### src/rtl/hbus_pkg.sv
package hbus_pkg;
  // handshake controller states
  typedef enum logic [1:0] {
    ST_IDLE  = 2'd0,
    ST_PULSE = 2'd1,  // clocked mode: acknowledge held for a single cycle
    ST_HOLD  = 2'd2   // strobe mode: acknowledge held until a strobe drops
  } hbus_state_t;

  localparam logic RW_READ   = 1'b1;
  localparam logic MODE_SYNC = 1'b1;
endpackage

### src/rtl/hbus_sync2.sv
module hbus_sync2 #(
  parameter int          W       = 3,
  parameter logic [W-1:0] RST_VAL = '1
) (
  input  logic         clk,
  input  logic         rst,
  input  logic [W-1:0] d,
  output logic [W-1:0] q
);
  logic [W-1:0] stage1;
  logic [W-1:0] stage2;

  for (genvar i = 0; i < W; i++) begin : g_bit
    always_ff @(posedge clk) begin
      if (rst) begin
        stage1[i] <= RST_VAL[i];
        stage2[i] <= RST_VAL[i];
      end else begin
        stage1[i] <= d[i];
        stage2[i] <= stage1[i];
      end
    end
  end

  assign q = stage2;
endmodule

### src/rtl/hbus_regfile.sv
module hbus_regfile #(
  parameter int AW   = 8,
  parameter int DW   = 8,
  parameter int NREG = 16
) (
  input  logic          clk,
  input  logic          rst,
  input  logic          we,
  input  logic [AW-1:0] addr,
  input  logic [DW-1:0] wdata,
  output logic [DW-1:0] rdata
);
  localparam int IW = (NREG > 1) ? $clog2(NREG) : 1;
  localparam logic [AW:0] LIMIT = (AW+1)'(NREG);

  logic [DW-1:0] mem_q [NREG];
  logic          in_range;
  logic [IW-1:0] idx;

  assign in_range = ({1'b0, addr} < LIMIT);
  assign idx      = addr[IW-1:0];

  for (genvar r = 0; r < NREG; r++) begin : g_reg
    always_ff @(posedge clk) begin
      if (rst)
        mem_q[r] <= '0;
      else if (we && in_range && (idx == IW'(r)))
        mem_q[r] <= wdata;
    end
  end

  always_comb begin
    rdata = '0;
    if (in_range)
      rdata = mem_q[idx];
  end
endmodule

### src/rtl/hbus_ctrl.sv
module hbus_ctrl
  import hbus_pkg::*;
(
  input  logic clk,
  input  logic rst,
  input  logic mode_sync,
  input  logic cs_n,
  input  logic as_n,
  input  logic ds_n,
  input  logic rd_wr,
  output logic do_access,
  output logic ack_n,
  output logic ack_oe,
  output logic rdata_oe
);
  hbus_state_t state_q, state_d;
  logic [2:0]  strb_syn_n;
  logic        q_async;
  logic        start_s, start_a, start;
  logic        oe_q, oe_d;
  logic        ackoe_q;

  // strobe-mode strobes cross into clk through two flops
  hbus_sync2 #(.W(3), .RST_VAL(3'b111)) u_sync (
    .clk (clk),
    .rst (rst),
    .d   ({cs_n, as_n, ds_n}),
    .q   (strb_syn_n)
  );

  assign q_async = ~|strb_syn_n;
  assign start_s = ~cs_n & ~as_n;
  assign start_a = (state_q == ST_IDLE) & q_async;
  assign start   = (mode_sync == MODE_SYNC) ? start_s : start_a;

  always_comb begin
    state_d = state_q;
    case (state_q)
      ST_IDLE:  if (start) state_d = (mode_sync == MODE_SYNC) ? ST_PULSE : ST_HOLD;
      ST_PULSE: state_d = (start && mode_sync == MODE_SYNC) ? ST_PULSE : ST_IDLE;
      ST_HOLD:  if (!q_async || mode_sync == MODE_SYNC) state_d = ST_IDLE;
      default:  state_d = ST_IDLE;
    endcase
  end

  always_comb begin
    oe_d = oe_q;
    if (start)
      oe_d = (rd_wr == RW_READ);
    else if (state_d == ST_IDLE)
      oe_d = 1'b0;
  end

  always_ff @(posedge clk) begin
    if (rst) begin
      state_q <= ST_IDLE;
      oe_q    <= 1'b0;
      ackoe_q <= 1'b0;
    end else begin
      state_q <= state_d;
      oe_q    <= oe_d;
      ackoe_q <= (mode_sync == MODE_SYNC) ? ~cs_n : ~strb_syn_n[2];
    end
  end

  assign do_access = start;
  assign ack_n     = (state_q == ST_IDLE);
  assign ack_oe    = ackoe_q;
  assign rdata_oe  = oe_q;
endmodule

### src/rtl/hostbus_slave.sv
module hostbus_slave
  import hbus_pkg::*;
#(
  parameter int AW   = 8,
  parameter int DW   = 8,
  parameter int NREG = 16
) (
  input  logic          clk,
  input  logic          rst,
  input  logic          mode_sync,
  input  logic          cs_n,
  input  logic          as_n,
  input  logic          ds_n,
  input  logic          rd_wr,
  input  logic [AW-1:0] addr,
  input  logic [DW-1:0] wdata,
  output logic [DW-1:0] rdata,
  output logic          rdata_oe,
  output logic          ack_n,
  output logic          ack_oe
);
  logic          do_access;
  logic [DW-1:0] rf_rdata;
  logic [DW-1:0] rdata_q;
  logic          is_read;

  assign is_read = (rd_wr == RW_READ);

  hbus_ctrl u_ctrl (
    .clk       (clk),
    .rst       (rst),
    .mode_sync (mode_sync),
    .cs_n      (cs_n),
    .as_n      (as_n),
    .ds_n      (ds_n),
    .rd_wr     (rd_wr),
    .do_access (do_access),
    .ack_n     (ack_n),
    .ack_oe    (ack_oe),
    .rdata_oe  (rdata_oe)
  );

  hbus_regfile #(.AW(AW), .DW(DW), .NREG(NREG)) u_rf (
    .clk   (clk),
    .rst   (rst),
    .we    (do_access & ~is_read),
    .addr  (addr),
    .wdata (wdata),
    .rdata (rf_rdata)
  );

  always_ff @(posedge clk) begin
    if (rst)
      rdata_q <= '0;
    else if (do_access && is_read)
      rdata_q <= rf_rdata;
  end

  assign rdata = rdata_q;
endmodule

### config.mk
export PLATFORM = sky130hd
export DESIGN_NAME = hostbus_slave
export DESIGN_NICKNAME = d
export VERILOG_FILES = /design/src/rtl/hbus_pkg.sv /design/src/rtl/hbus_sync2.sv /design/src/rtl/hbus_regfile.sv /design/src/rtl/hbus_ctrl.sv /design/src/rtl/hostbus_slave.sv
export SDC_FILE = /design/constraint.sdc
export NUM_CORES = 1
export LEC_CHECK = 0
export ABC_CLOCK_PERIOD_IN_PS = 2900
export BUFFER_PORTS_ARGS = -buffer_cell sky130_fd_sc_hd__buf_2
export CORE_MARGIN = 2
export CORE_UTILIZATION = 45
export CTS_BUF_LIST = sky130_fd_sc_hd__clkbuf_4 sky130_fd_sc_hd__clkbuf_8
export DETAILED_ROUTE_END_ITERATION = 8
export PLACE_DENSITY = 0.66
export SLEW_MARGIN = 5
export SYNTH_ARGS = -nofsm -noshare
export SYNTH_HDL_FRONTEND = slang
export SYNTH_SLANG_ARGS = --single-unit
### constraint.sdc
create_clock -name clk -period 2.9 [get_ports clk]
set_input_delay 0.29 -clock clk [delete_from_list [all_inputs] [get_ports clk]]
set_output_delay 0.29 -clock clk [all_outputs]
set_load 0.02 [all_outputs]
# --- Word-level counts from Yosys, hierarchy flattened ---
# Memories as Yosys holds them, arrays and structs flattened.
# Index checks and enable logic that the tools add are counted.
word_totals:
  regBits: 18
  mem_bits_rw: 128
  in_bits: 23
  word_cells: 154
  memories: 1
classes:
  magnitude_cmp: 1
  n_eq_ne: 17
  n_mux: 76
  n_bitwise: 23
  n_reduce_logical: 26
memory_table:
  columns: ["memory", "words", "word_bits", "rd", "rd_ports_with_merged_regs", "wr", "line_no", "rtl"]
  rows:
  - ["u_rf.mem_q", 16, 8, 1, 0, 16, "hbus_regfile.sv:16", "logic [DW-1:0] mem_q [NREG];"]
ops:
  columns: ["op", "n"]
  rows:
  - ["8-bit 2-to-1 mux", 17]
  - ["1-bit 2-to-1 mux", 55]
  - ["4-bit equality test (second input constant)", 8]
  - ["1-bit logical AND", 19]
  - ["4-bit by 3-bit equality test with 1-bit output (second input constant)", 4]
  - ["1-bit OR", 16]
  - ["4-bit by 2-bit equality test with 1-bit output (second input constant)", 2]
  - ["8-bit by 5-bit < comparator with 1-bit output (second input constant)", 1]
  - ["2-bit 2-to-1 mux", 3]
  - ["2-bit one-hot mux with 3 select lines", 1]
  - ["4-bit by 1-bit equality test with 1-bit output (second input constant)", 1]
  - ["2-bit zero test", 2]
  - ["4-bit zero test", 1]
  - ["1-bit NOT", 4]
  - ["1-bit bitwise AND", 3]
  - ["3-bit OR reduction", 1]
  - ["2-bit by 1-bit equality test with 1-bit output (second input constant)", 1]
  - ["2-bit equality test (second input constant)", 1]
  - ["2-bit nonzero test", 1]
  - ["1-bit zero test", 1]
  - ["1-bit logical OR", 1]

# --- Logic depth before layout (Yosys ltp) ---
logic_depth:
  word_depth: 11
  depth_mapped: 7
  depth_no_buf: 4

# --- Cells and area by module ---
# Synthesis repeated with hierarchy kept, for this count alone.
unflattened:
  hier_cells: 478
  area_unflattened_um2: 6931.6
by_module_without_submodules:
  columns: ["module", "n_inst", "cells_each", "area_each_um2"]
  rows:
  - ["hbus_regfile", 1, 409, 6226.0]
  - ["hostbus_slave", 1, 38, 381.6]
  - ["hbus_ctrl", 1, 19, 166.4]
  - ["hbus_sync2", 1, 12, 157.7]

# --- Worst setup path before layout ---
# No wires, ideal clock.
synth_path:
  path_type: "in2reg"
  start: "input port mode_sync"
  end: "memory u_rf.mem_q[3][0], enable pin"
  setup_ns: 0.313
  arrival_time_ns: 1.577
  required_time_ns: 2.587
  setup_slack_ns: 1.011
  cell_stages: 5
  n_path_buf: 1
  cell_sequence: "or3_4 > o41ai_4 > and3_1 > buf_2 > a31o_2"
synth_lines:
  columns: ["element", "line_no", "rtl"]
  rows:
  - ["start, declared", "hostbus_slave.sv:10", "input logic mode_sync,"]
  - ["end, declared", "hbus_regfile.sv:16", null]

==> run summary <==
Port Buffers - 33
Worst Clk Skew - 0.0138 ns
Buf+Inv Stages, Crit Path - 0
Final HPWL DP - 11.5 mm
worst-skew pair later-pin latency - 0.45 ns
Crit path arrival time - 2.31 ns
slew margin rel. - 46.5%
htree depth - 4
GP Congestion - 0.854
total power draw - 4.60 mW
number of global-route vias before repair - 4,075
Starting Density - 46.6%
cts hold-fix bufs - 0
ys flop type - edfxtp_1
Cells after DPL - 660
syn avg cell area - 13.8 um2
post-synthesis sequential element count - 146
GRT Util Overall - 20.8%
vias per inst - 5.94
root buffer cell - clkbuf_8
drt initial violations - 580
Post-synth EDFFs - 128
startpoint types - register
Residual DRC - 0
Routed WL per cell - 22.9 um
top-level port count - 34
largest net degree at the start of global routing - 33
crit-path cells - or3_4 > o41ai_4 > and3_1 > a31o_2
cell row count - 43
Ant. Diodes - 0
Max IR drop VDD - 276 uV
CTS resizes - 0
static leakage power - 2.51 nW
Seq/Total Area, Yosys - 64.6%
Synthesis Warnings - 0
TritonCTS clock tree - done
Vias - 4,111
most common cell after layout, fill and taps aside - nor2_1
P&R area growth vs syn - 11.6%
Final Non-Filler Cells - 692
initial antenna violation count - 0
Total Routed Length - 15.9 mm
status - finished, final reports clean
Die Width - 124 um
Core Util, Final - 52.0%
Clk pin slew, worst setup/hold paths - 0.07 ns
Net count, final - 522
Num CTS Buffers - 17
Final TNS setup - 0 ns
CP endpoint kind - register
Post-CTS Setup Inserts - 0
post-synthesis async set-or-reset flop share - 0%
core region area - 0.0140 mm2
crit path kind - reg2reg
Tmin final - 2.18 ns
Hold Crit Class - in2reg
RSZ-0062 raised after global routing - no
clock sink count - 146
Worst path top cell family by delay - simple AND/OR/NAND/NOR gates
first-pass GRT wire length - 23.6 mm
final setup fails - 0
layout cells sized above 1 - 30.3%
f_max - 459 MHz
Max clock buf depth - 2
synthesized cell area - 0.00651 mm2
max incr delay on CP - 0.46 ns
crit share post-route - 75.0%
die height - 124 um
1st-pass router iterations - 5
CP Max Fanout - 8
Antenna Violating Nets Remaining - 0
max-cap check violation count - 0
Min Hold Slack - 0.0285 ns
die area - 0.0155 mm2
worst-margin pin slew - 0.800 ns
syn nets - 494
cell count after synthesis - 471
Slew Viols, Final - 0
Final Hold Viols - 0
most frequent cells in the layout - 131 x nor2_1, 128 x edfxtp_1, 41 x nand2_1, 33 x buf_2, 32 x mux4_2
pwr dens - 632 mW/mm2
grt total ovfl - 0
library cells used by synthesis - 33
CP max-delay cell - and3_1
Crit path required time - 3.03 ns
==> where the power goes <==
part,switching (mW),internal (mW)
combinational,0.179,0.127
sequential,0.0324,2.35
clock,0.774,1.13
==> final timing paths <==
path / startpoint / end / slack (ns) / cells after the start
worst min register to register: u_ctrl.u_sync.stage1[2] / u_ctrl.u_sync.q[2] / 0.40 / 1
worst max register to register: u_ctrl.u_sync.q[1] / u_rf.mem_q[6][6] / 0.72 / 4
worst min-delay path: ds_n / u_ctrl.u_sync.stage1[0] / 0.03 / 2
worst max-delay path: u_ctrl.u_sync.q[1] / u_rf.mem_q[6][6] / 0.72 / 4
==> layer usage <==
metal	routed length, um	global-route usage [%]
met5	0	0
met4	610	11.2
met3	1090	3.78
met2	7770	32.9
met1	6410	27.4
==> state kept, by name, summed over array words and instances, names as in the netlist <==
register              count
u_ctrl.rdata_oe           1
rdata                     8
u_ctrl.ack_oe             1
u_ctrl.u_sync.q           3
u_ctrl.u_sync.stage1      3
u_ctrl.state_q            2
u_rf.mem_q              128
==> cells in the mapped netlist (all sizes together) (3+ instances only) <==
cell type,count,area [um2]
a31o,16,140
a32oi,7,61.3
buf,20,145
clkbuf,16,60.1
dfxtp,18,360
edfxtp,128,3840
inv,3,11.3
mux2,16,180
mux4,32,721
nand2,41,154
nand3,10,50.1
nand4,5,61.3
nor2,131,492
nor2b,4,25.0
or2,6,37.5
==> kinds of logic (layout without fill, tap and decap cells) <==
group	count (synthesis)	in the layout	synth area share, %
buf+inv	39	80	3.32
simple gates	211	211	14.4
mux	48	48	13.8
flops	146	146	64.6
compound gates	27	27	3.88
==> stage by stage <==
step | setup slack [ns] | instance area, um2
2_1_floorplan | 1.01 | 6510
3_3_place_gp | 0.636 | 6790
3_5_place_dp | 0.602 | 6790
4_1_cts | 0.740 | 7270
5_1_grt | 0.610 | 7270
6_report | 0.724 | 7270
==> layout make-up <==
type / instances / area (um2)
fillers: 1146 / 6720
inverters: 3 / 11.3
multi-input cells: 286 / 2090
clock buffers: 19 / 249
repair buffers: 45 / 255
well taps: 180 / 225
clock inverters: 13 / 234
flip-flops and latches: 146 / 4200
Note: power is estimated with default switching activity, not from simulation.
